`config.mk`:
```
export PLATFORM = sky130hd
export DESIGN_NAME = ca_code_nco
export DESIGN_NICKNAME = d
export VERILOG_FILES = /design/src/rtl/ca_code_pkg.sv /design/src/rtl/ca_phase_acc.sv /design/src/rtl/ca_gold_seq.sv /design/src/rtl/ca_half_delay.sv /design/src/rtl/ca_code_nco.sv
export SDC_FILE = /design/constraint.sdc
export NUM_CORES = 1
export LEC_CHECK = 0
export ABC_CLOCK_PERIOD_IN_PS = 5000
export BUFFER_PORTS_ARGS = -buffer_cell sky130_fd_sc_hd__buf_2
export CORE_AREA = 4 4 124 126
export DETAILED_ROUTE_END_ITERATION = 10
export DIE_AREA = 0 0 128 130
export GPL_TIMING_DRIVEN = 0
export PLACE_DENSITY = 0.85
export SYNTH_ARGS = -nofsm -noshare
export SYNTH_HDL_FRONTEND = slang
export SYNTH_HIERARCHICAL = 1
export SYNTH_SLANG_ARGS = --single-unit
```
`constraint.sdc`:
```
create_clock -name clk -period 5 [get_ports clk]
set_clock_uncertainty 0.2 [all_clocks]
set_input_delay 0.25 -clock clk [delete_from_list [all_inputs] [get_ports clk]]
set_output_delay 0.25 -clock clk [all_outputs]
set_load 0.01 [all_outputs]
```
`src/rtl/ca_code_pkg.sv`:
```
package ca_code_pkg;

   localparam int unsigned LFSR_LEN = 10;
   localparam int unsigned CODE_LEN = 1023;
   localparam int unsigned NUM_SATS = 32;
   localparam int unsigned PRN_W    = $clog2(NUM_SATS);
   localparam int unsigned IDX_W    = $clog2(CODE_LEN);

   typedef struct packed {
      logic [3:0] a;
      logic [3:0] b;
   } tap_pair_t;

   // G2 stage pair per satellite select value
   function automatic tap_pair_t sat_taps(input logic [PRN_W-1:0] sel);
      tap_pair_t t;
      case (sel)
         5'd0:  t = '{4'd2, 4'd6};
         5'd1:  t = '{4'd3, 4'd7};
         5'd2:  t = '{4'd4, 4'd8};
         5'd3:  t = '{4'd5, 4'd9};
         5'd4:  t = '{4'd1, 4'd9};
         5'd5:  t = '{4'd2, 4'd10};
         5'd6:  t = '{4'd1, 4'd8};
         5'd7:  t = '{4'd2, 4'd9};
         5'd8:  t = '{4'd3, 4'd10};
         5'd9:  t = '{4'd2, 4'd3};
         5'd10: t = '{4'd3, 4'd4};
         5'd11: t = '{4'd5, 4'd6};
         5'd12: t = '{4'd6, 4'd7};
         5'd13: t = '{4'd7, 4'd8};
         5'd14: t = '{4'd8, 4'd9};
         5'd15: t = '{4'd9, 4'd10};
         5'd16: t = '{4'd1, 4'd4};
         5'd17: t = '{4'd2, 4'd5};
         5'd18: t = '{4'd3, 4'd6};
         5'd19: t = '{4'd4, 4'd7};
         5'd20: t = '{4'd5, 4'd8};
         5'd21: t = '{4'd6, 4'd9};
         5'd22: t = '{4'd1, 4'd3};
         5'd23: t = '{4'd4, 4'd6};
         5'd24: t = '{4'd5, 4'd7};
         5'd25: t = '{4'd6, 4'd8};
         5'd26: t = '{4'd7, 4'd9};
         5'd27: t = '{4'd8, 4'd10};
         5'd28: t = '{4'd1, 4'd6};
         5'd29: t = '{4'd2, 4'd7};
         5'd30: t = '{4'd3, 4'd8};
         default: t = '{4'd4, 4'd9};
      endcase
      return t;
   endfunction

endpackage

```
`src/rtl/ca_phase_acc.sv`:
```
module ca_phase_acc #(
   parameter int unsigned      ACC_W     = 32,
   parameter int unsigned      PAUSE_W   = 16,
   parameter longint unsigned  RATE_INIT = 64'd439375154
) (
   input  logic               clk,
   input  logic               rst_n,
   input  logic               clr,
   input  logic               ld_stb,
   input  logic [ACC_W-1:0]   ld_rate,
   input  logic [PAUSE_W-1:0] ld_pause,
   output logic               half_rise,
   output logic               half_fall,
   output logic [PAUSE_W-1:0] pause_left
);

   localparam int unsigned MSB = ACC_W - 1;

   logic [ACC_W-1:0]   acc_q;
   logic [ACC_W-1:0]   rate_q;
   logic [PAUSE_W-1:0] pause_q;
   logic [ACC_W:0]     sum_w;
   logic               run_w;

   assign sum_w = {1'b0, acc_q} + {1'b0, rate_q};
   assign run_w = (pause_q == '0) && !clr;

   // rate below half a chip: at most one half-chip boundary per clock
   assign half_fall  = run_w && sum_w[ACC_W];
   assign half_rise  = run_w && !sum_w[ACC_W] && !acc_q[MSB] && sum_w[MSB];
   assign pause_left = pause_q;

   always_ff @(posedge clk or negedge rst_n) begin
      if (!rst_n) begin
         acc_q   <= '0;
         rate_q  <= ACC_W'(RATE_INIT);
         pause_q <= '0;
      end else begin
         if (ld_stb) rate_q <= ld_rate;
         if (clr) begin
            acc_q   <= '0;
            pause_q <= '0;
         end else if (pause_q != '0) begin
            pause_q <= pause_q - 1'b1;
         end else begin
            acc_q <= sum_w[ACC_W-1:0];
            if (ld_stb) pause_q <= ld_pause;
         end
      end
   end

endmodule

```
`src/rtl/ca_gold_seq.sv`:
```
module ca_gold_seq
   import ca_code_pkg::*;
(
   input  logic             clk,
   input  logic             rst_n,
   input  logic             clr,
   input  logic             adv,
   input  logic [PRN_W-1:0] sel,
   output logic             chip
);

   localparam logic [IDX_W-1:0] LAST = IDX_W'(CODE_LEN - 1);

   logic [LFSR_LEN:1] g1_q;
   logic [LFSR_LEN:1] g2_q;
   logic [IDX_W-1:0]  idx_q;
   logic              fb1_w;
   logic              fb2_w;
   tap_pair_t         tp_w;

   assign tp_w  = sat_taps(sel);
   assign fb1_w = g1_q[3] ^ g1_q[10];
   assign fb2_w = g2_q[2] ^ g2_q[3] ^ g2_q[6] ^ g2_q[8] ^ g2_q[9] ^ g2_q[10];
   assign chip  = g1_q[10] ^ g2_q[tp_w.a] ^ g2_q[tp_w.b];

   always_ff @(posedge clk or negedge rst_n) begin
      if (!rst_n) begin
         g1_q  <= '1;
         g2_q  <= '1;
         idx_q <= '0;
      end else if (clr || (adv && idx_q == LAST)) begin
         g1_q  <= '1;
         g2_q  <= '1;
         idx_q <= '0;
      end else if (adv) begin
         g1_q  <= {g1_q[LFSR_LEN-1:1], fb1_w};
         g2_q  <= {g2_q[LFSR_LEN-1:1], fb2_w};
         idx_q <= idx_q + 1'b1;
      end
   end

endmodule

```
`src/rtl/ca_half_delay.sv`:
```
module ca_half_delay #(
   parameter int unsigned          STAGES  = 2,
   parameter logic [STAGES-1:0]    RST_PAT = 2'b01
) (
   input  logic              clk,
   input  logic              rst_n,
   input  logic              clr,
   input  logic              shift,
   input  logic              din,
   output logic [STAGES-1:0] taps
);

   for (genvar s = 0; s < STAGES; s++) begin : g_stage
      logic src_w;
      if (s == 0) begin : g_head
         assign src_w = din;
      end else begin : g_body
         assign src_w = taps[s-1];
      end
      always_ff @(posedge clk or negedge rst_n) begin
         if (!rst_n)      taps[s] <= RST_PAT[s];
         else if (clr)    taps[s] <= RST_PAT[s];
         else if (shift)  taps[s] <= src_w;
      end
   end

endmodule

```
`src/rtl/ca_code_nco.sv`:
```
module ca_code_nco
   import ca_code_pkg::*;
#(
   parameter int unsigned     ACC_W     = 32,
   parameter int unsigned     PAUSE_W   = 16,
   parameter longint unsigned RATE_INIT = 64'd439375154
) (
   input  logic               clk,
   input  logic               rst_n,
   input  logic               sync_clr,
   input  logic [PRN_W-1:0]   prn_sel,
   input  logic               ld_stb,
   input  logic [ACC_W-1:0]   ld_rate,
   input  logic [PAUSE_W-1:0] ld_pause,
   output logic               chip_early,
   output logic               chip_prompt,
   output logic               chip_late,
   output logic               epoch,
   output logic               pausing
);

   localparam int unsigned      CNT_W = IDX_W;
   localparam logic [CNT_W-1:0] LAST  = CNT_W'(CODE_LEN - 1);
   localparam int unsigned      TAPS  = 2;

   if (ACC_W < 16 || ACC_W > 64) begin : g_bad_acc
      $error("ca_code_nco: ACC_W out of range");
   end
   if (PAUSE_W < 1 || PAUSE_W > 32) begin : g_bad_pause
      $error("ca_code_nco: PAUSE_W out of range");
   end
   if ((RATE_INIT >> (ACC_W - 1)) != 0) begin : g_bad_rate
      $error("ca_code_nco: RATE_INIT must be below half the phase range");
   end

   logic               rise_w;
   logic               fall_w;
   logic [PAUSE_W-1:0] pause_left_w;
   logic               early_w;
   logic [TAPS-1:0]    dl_w;
   logic [CNT_W-1:0]   idx_q;
   logic               epoch_q;

   ca_phase_acc #(
      .ACC_W     (ACC_W),
      .PAUSE_W   (PAUSE_W),
      .RATE_INIT (RATE_INIT)
   ) u_acc (
      .clk        (clk),
      .rst_n      (rst_n),
      .clr        (sync_clr),
      .ld_stb     (ld_stb),
      .ld_rate    (ld_rate),
      .ld_pause   (ld_pause),
      .half_rise  (rise_w),
      .half_fall  (fall_w),
      .pause_left (pause_left_w)
   );

   // sequence runs half a chip ahead: it steps on mid-chip boundaries
   ca_gold_seq u_seq (
      .clk   (clk),
      .rst_n (rst_n),
      .clr   (sync_clr),
      .adv   (rise_w),
      .sel   (prn_sel),
      .chip  (early_w)
   );

   ca_half_delay #(
      .STAGES  (TAPS),
      .RST_PAT (2'b01)
   ) u_dly (
      .clk   (clk),
      .rst_n (rst_n),
      .clr   (sync_clr),
      .shift (rise_w | fall_w),
      .din   (early_w),
      .taps  (dl_w)
   );

   always_ff @(posedge clk or negedge rst_n) begin
      if (!rst_n) begin
         idx_q   <= '0;
         epoch_q <= 1'b0;
      end else if (sync_clr) begin
         idx_q   <= '0;
         epoch_q <= 1'b0;
      end else begin
         epoch_q <= fall_w && (idx_q == LAST);
         if (fall_w) idx_q <= (idx_q == LAST) ? '0 : idx_q + 1'b1;
      end
   end

   assign chip_early  = early_w;
   assign chip_prompt = dl_w[0];
   assign chip_late   = dl_w[1];
   assign epoch       = epoch_q;
   assign pausing     = (pause_left_w != '0);

endmodule

```
==> results.cfg, run 1 <==
[status]
outcome = complete, no violations

[place]
dp_hpwl_um = 13400
placed_cells = 1123
port_buffers = 60
place_congestion = 0.941

[clocking]
clock-sinks = 123
clockBufferDepth = 2
clk_pin_slew_ps = 60
cts-root-buf = clkbuf_16
post_cts_buffers = 0
cts_max_level = 4
cts_tree = yes
numCtsBuffers = 17
clock_latency_ps = 430

[synthesis]
synth-edff-count = 0
syn-cell-area_um2 = 8100
synth_cell_type_count = 79
yosysWarnings = 6
yosysSeqAreaShare_pct = 38.5
synth_top_area_share_pct = 27.8
yosys_register_bits = 123
synth_area_leaders = dfrtp_1, dfstp_2, ha_1, a21oi_1, mux2_2
netlist_instances = 878
yosysTopAreaCell = dfrtp_1
synth_nets = 980
avgSynthCellArea_um2 = 9.22
ys.flop_type = dfrtp_1
async_reset_ff_share_pct = 100

[timing]
maxSlewViolCount = 0
timing.hold.ws_ps = 36.7
setup_tns_ps = 0
setup_viol = 0
fmax_mhz = 219
fin_crit_ps = 4570
relSlewSlack_pct = 53.4
tightest_slew_ps = 699
period_share_pct = 91.3
finalHoldViolCount = 0
rsz0062_at_grt = false

[layout]
num-nets-final = 1109
stdcell_count = 1204
fillers = 1096
area_growth_pct = 21.1
multiInputGateArea_um2 = 4670
drive_gt1_share_pct = 20.1
regArea_um2 = 3120
fin_util_pct = 68.5
antenna_cells = 0

[die]
die_h_um = 130
pin_count = 62
die_area_um2 = 16600
start_util_pct = 56.6
rows = 44
die_w_um = 128
core_um2 = 14300

[routing]
route.detailed.drc = 0
drtPass1Iterations = 5
drt_wl_total_um = 19600
drtAntennaViolNets = 0
wl_per_cell_um = 16.3
drtIter0Drc = 513
via_count = 7246
vias_per_cell = 6.02

[critical_path]
crit_type = flop to flop
worst-path-max-fanout = 10
cp-start-kind = flop
worstPathRequired_ps = 5130
endpoint_kind = flop
worstPathArrival_ps = 4700
reg2reg_depth = 14
r2r_slack_ps = 430
reg2reg_from = u_acc/rate_q[4]
reg2reg_to = u_seq/g1_q[5]

[power]
vdd_drop_max_v = 0.000416
power_leakage_nw = 4.37
p_total_mw = 4.34
pwr_density_cell_nw_per_um2 = 442

[global_route]
track_usage_pct = 24.7
grt_first_pass_wirelength_um = 33400
antenna_found_initial = 0
grt_max_degree = 71
grt_pass1_vias = 7013
grt.overflow.total = 0

[worst_hold_path]
min_to = u_acc/pause_left[1]
hp-start = ld_pause[1]
hold_class = input port to flop
min_path_cells = 4

[job]
drv_cap = 0
registers in the layout (all words and copies together) (netlist names):
register	flops
u_acc/acc_q	32
u_acc/rate_q	32
u_acc/pause_left	16
idx_q	10
u_seq/g1_q	10
u_seq/g2_q	10
u_seq/idx_q	10
epoch	1
u_dly/g_stage.src_w	1
u_dly/taps	1
cells in the final DEF (no fill, tap or decap), types with 9 or more instances in the layout:
| master | n |
|---|---|
| clkbuf_16 | 17 |
| and3_1 | 13 |
| dlygate4sd3_1 | 49 |
| a211oi_1 | 14 |
| ha_1 | 44 |
| a21oi_1 | 88 |
| xnor2_1 | 32 |
| a21o_1 | 16 |
| dfrtp_1 | 90 |
| nand2_1 | 107 |
| clkbuf_1 | 27 |
| mux2i_1 | 29 |
| nand4_1 | 9 |
| buf_2 | 68 |
| dfstp_2 | 33 |
| inv_1 | 24 |
| xor2_1 | 14 |
| nor4_1 | 9 |
| nand3_1 | 29 |
| mux2_2 | 37 |
| nor2_1 | 59 |
| o21ai_0 | 34 |
| nor3_1 | 24 |
critical path: stages, from the launching register on:
cell and delay, ps:
dfstp_2 530, ha_1 280, a211oi_1 390, o311a_1 340
o21bai_4 130, a211oi_1 330, o21bai_2 150, a41oi_2 280
xnor2_1 150, o211a_1 200, clkbuf_1 230, buf_2 320
buf_1 580, mux2i_1 290, nand2_1 80
synthesized netlist by cell type, types with 27 or more instances:
cell / number
nor2_1: 59
ha_1: 44
clkbuf_1: 27
dfrtp_1: 90
nand2_1: 107
xnor2_1: 32
mux2_2: 37
dfstp_2: 33
mux2i_1: 29
nand3_1: 29
o21ai_0: 34
a21oi_1: 88
worst max path at each step:
stage,from,to,slack (ps),depth (start not counted)
2_1_floorplan,u_acc/acc_q[16],u_seq/g1_q[10],1170,15
3_3_place_gp,u_acc/rate_q[4],u_seq/g1_q[10],660,14
3_5_place_dp,u_acc/rate_q[4],u_seq/g2_q[2],570,14
4_1_cts,u_acc/acc_q[16],u_seq/g1_q[5],520,15
5_1_grt,u_acc/rate_q[4],u_seq/g1_q[7],130,14
6_report,u_acc/rate_q[4],u_seq/g1_q[5],430,14
metrics by stage:
stage | instance area [um^2] | setup slack [ps]
6_report | 9810 | 434
5_1_grt | 9810 | 125
3_3_place_gp | 8630 | 659
3_5_place_dp | 8660 | 569
4_1_cts | 9810 | 524
2_1_floorplan | 8100 | 1170
cell type report:
cell class | count | share of cell area [%]
multi-input combinational | 684 | 47.6
sequential | 123 | 31.8
timing repair buffer | 110 | 8.40
clock buffer | 18 | 4.48
tap | 184 | 2.35
clock inverter | 14 | 2.23
buffer | 47 | 2.19
inverter | 24 | 0.918
where the power goes:
group	internal, mW	switching (mW)	total [mW]
logic	0.679	0.991	1.67
clock network	0.899	0.465	1.36
registers	1.17	0.142	1.31
logic make-up after synthesis:
group | share of synthesized area, %
simple gates | 17.9
flops | 38.5
xor+xnor | 4.97
fa+ha+maj | 7.04
buf+inv | 3.77
compound gates | 18.4
mux | 9.42
repair_timing:
action | in CTS | in global routing
gates resized for setup | 0 | 0
hold buffers | 49 | 0
setup endpoints to repair | 0 | 0
endpoints found under the hold margin | 102 | 0
routing by layer:
metal  global-route usage (%)  up-vias  part of all wire (%)
li1                         -     3460                     -
met1                     31.7     3489                    42
met2                     42.3      261                    51
met3                     4.34       36                   5.6
met4                     8.99        0                   1.8
met5                        0        -                     0
(Power assumes the default switching activity.)
==> run 2, diff against run 1 <==
--- a/config.mk
+++ b/config.mk
@@ -5,7 +5,7 @@
 export SDC_FILE = /design/constraint.sdc
 export NUM_CORES = 1
 export LEC_CHECK = 0
-export ABC_CLOCK_PERIOD_IN_PS = 5000
+export ABC_CLOCK_PERIOD_IN_PS = 5500
 export BUFFER_PORTS_ARGS = -buffer_cell sky130_fd_sc_hd__buf_2
 export CORE_AREA = 4 4 124 126
 export DETAILED_ROUTE_END_ITERATION = 10
==> constraint.sdc (replaced) <==
create_clock -name clk -period 5.5 [get_ports clk]
set_clock_uncertainty 0.2 [all_clocks]
set_input_delay 0.275 -clock clk [delete_from_list [all_inputs] [get_ports clk]]
set_output_delay 0.275 -clock clk [all_outputs]
set_load 0.01 [all_outputs]
==> run 2 against run 1 <==
  * Utilization shrank 0.28 points
  * Worst hold slack lost 8.5 ps
  * Sequential cell count is the same
  * Cell count shrank 0.33%
  * Critical endpoint is now u_seq/g1_q[7]
  * Largest cell class unchanged
==> results.cfg, run 2 (same netlist as run 1, synthesis figures left out) <==
[status]
outcome = complete, no violations

[routing]
route.detailed.drc = 0
drt_wl_total_um = 19600
drtAntennaViolNets = 0
drtPass1Iterations = 7
vias_per_cell = 6.02
drtIter0Drc = 496
wl_per_cell_um = 16.4
via_count = 7226

[place]
post-place-ws_ps = 1070
place_congestion = 0.941
placed_area_um2 = 8660
port_buffers = 60
placed_cells = 1123
dp_hpwl_um = 13400

[die]
die_h_um = 130
core_um2 = 14300
pin_count = 62
rows = 44
die_w_um = 128
start_util_pct = 56.6
die_area_um2 = 16600

[critical_path]
reg2reg_to = u_seq/g1_q[7]
endpoint_kind = flop
cp-start-kind = flop
worstPathArrival_ps = 4730
reg2reg_from = u_acc/rate_q[4]
worstPathRequired_ps = 5640
reg2reg_depth = 14
worst-path-max-fanout = 10
crit_type = flop to flop
r2r_slack_ps = 910

[worst_hold_path]
hp-start = ld_pause[0]
min_to = u_acc/pause_left[0]
min_path_cells = 3
hold_class = input port to flop

[layout]
design_area_um2 = 9770
fin_util_pct = 68.3
drive_gt1_share_pct = 20.2
final_cell_mix = nand2_1, dfrtp_1, a21oi_1, buf_2, nor2_1
num-nets-final = 1105
regArea_um2 = 3120
multiInputGateArea_um2 = 4670
final_common_cell = nand2_1
stdcell_count = 1200
antenna_cells = 0
fillers = 1104
area_growth_pct = 20.7

[global_route]
grt_pass1_vias = 6989
track_usage_pct = 24.6
grt.overflow.total = 0
antenna_found_initial = 0
grt_max_degree = 71
grt_first_pass_wirelength_um = 33300

[clocking]
clockBufferDepth = 2
post_cts_buffers = 0
cts.repair.resized = 0
cts-root-buf = clkbuf_16
clk_pin_slew_ps = 60
clock-sinks = 123
numCtsBuffers = 17
cts_max_level = 4
cts_tree = yes
clock_latency_ps = 430

[timing]
period_share_pct = 83.4
fin_ws_ps = 913
setup_viol = 0
fin_crit_ps = 4590
finalHoldViolCount = 0
setup_tns_ps = 0
tightest_slew_ps = 695
relSlewSlack_pct = 53.7
fmax_mhz = 218
maxSlewViolCount = 0
rsz0062_at_grt = false

[power]
vdd_drop_max_v = 0.000379
pwr_density_cell_nw_per_um2 = 404
power_leakage_nw = 4.36

[job]
drv_cap = 0
-- run 2: cell count changes in the layout (fill, tap and decap cells not counted) --
cell,before,now
dlygate4sd3_1,49,45
-- run 2: worst max path at each step --
stage	from	end	slack, ps	cells after the start
after floorplan	u_acc/acc_q[16]	u_seq/g1_q[10]	1670	15
after global placement	u_acc/rate_q[4]	u_seq/g1_q[10]	1160	14
after detailed placement	u_acc/rate_q[4]	u_seq/g2_q[2]	1070	14
after CTS	u_acc/acc_q[16]	u_seq/g1_q[5]	1020	15
after global routing	u_acc/rate_q[4]	u_seq/g1_q[7]	630	14
final	u_acc/rate_q[4]	u_seq/g1_q[7]	910	14
-- run 2: repair_timing --
item	4_1_cts	5_1_grt
endpoints found under the setup margin	0	0
hold endpoints to repair	97	0
hold buffers	45	0
-- run 2: report_power, final --
part           internal (mW)  leakage (nW)  total [mW]  switching (mW)
clock network          0.817         0.316        1.24           0.422
registers               1.06          1.54        1.19           0.130
logic                  0.616          2.50        1.52           0.902
-- run 2: cell type report --
type	count	area share [%]
multi-input combinational	684	47.8
sequential	123	31.9
timing repair buffer	106	8.03
clock buffer	18	4.49
tap	184	2.36
clock inverter	14	2.24
buffer	47	2.20
inverter	24	0.922
-- run 2: critical path, stage by stage, from the launching register on --
cell and delay (ps):
dfstp_2 530, ha_1 280, a211oi_1 380, o311a_1 350, o21bai_4 130, a211oi_1 340
o21bai_2 150, a41oi_2 270, xnor2_1 150, o211a_1 200, clkbuf_1 220, buf_2 320
buf_1 580, mux2i_1 310, nand2_1 70
-- run 2: through the flow --
| step | hold WS [ps] | total power, mW |
|---|---|---|
| after global placement | 298 | 2.59 |
| after CTS | 7.79 | 3.93 |
| final | 28.2 | 3.95 |
| after detailed placement | 64.3 | 2.64 |
| after floorplan | -221 | 2.29 |
| after global routing | 42.4 | 4.18 |
-- run 2: per-layer routing --
| layer | track usage [%] | vias to the layer above | share of wire (%) |
|---|---|---|---|
| met5 | 0 | - | 0 |
| met4 | 8.99 | 0 | 1.9 |
| met3 | 4.34 | 40 | 5.2 |
| met2 | 41.9 | 263 | 50 |
| met1 | 31.6 | 3469 | 43 |
| li1 | - | 3454 | - |
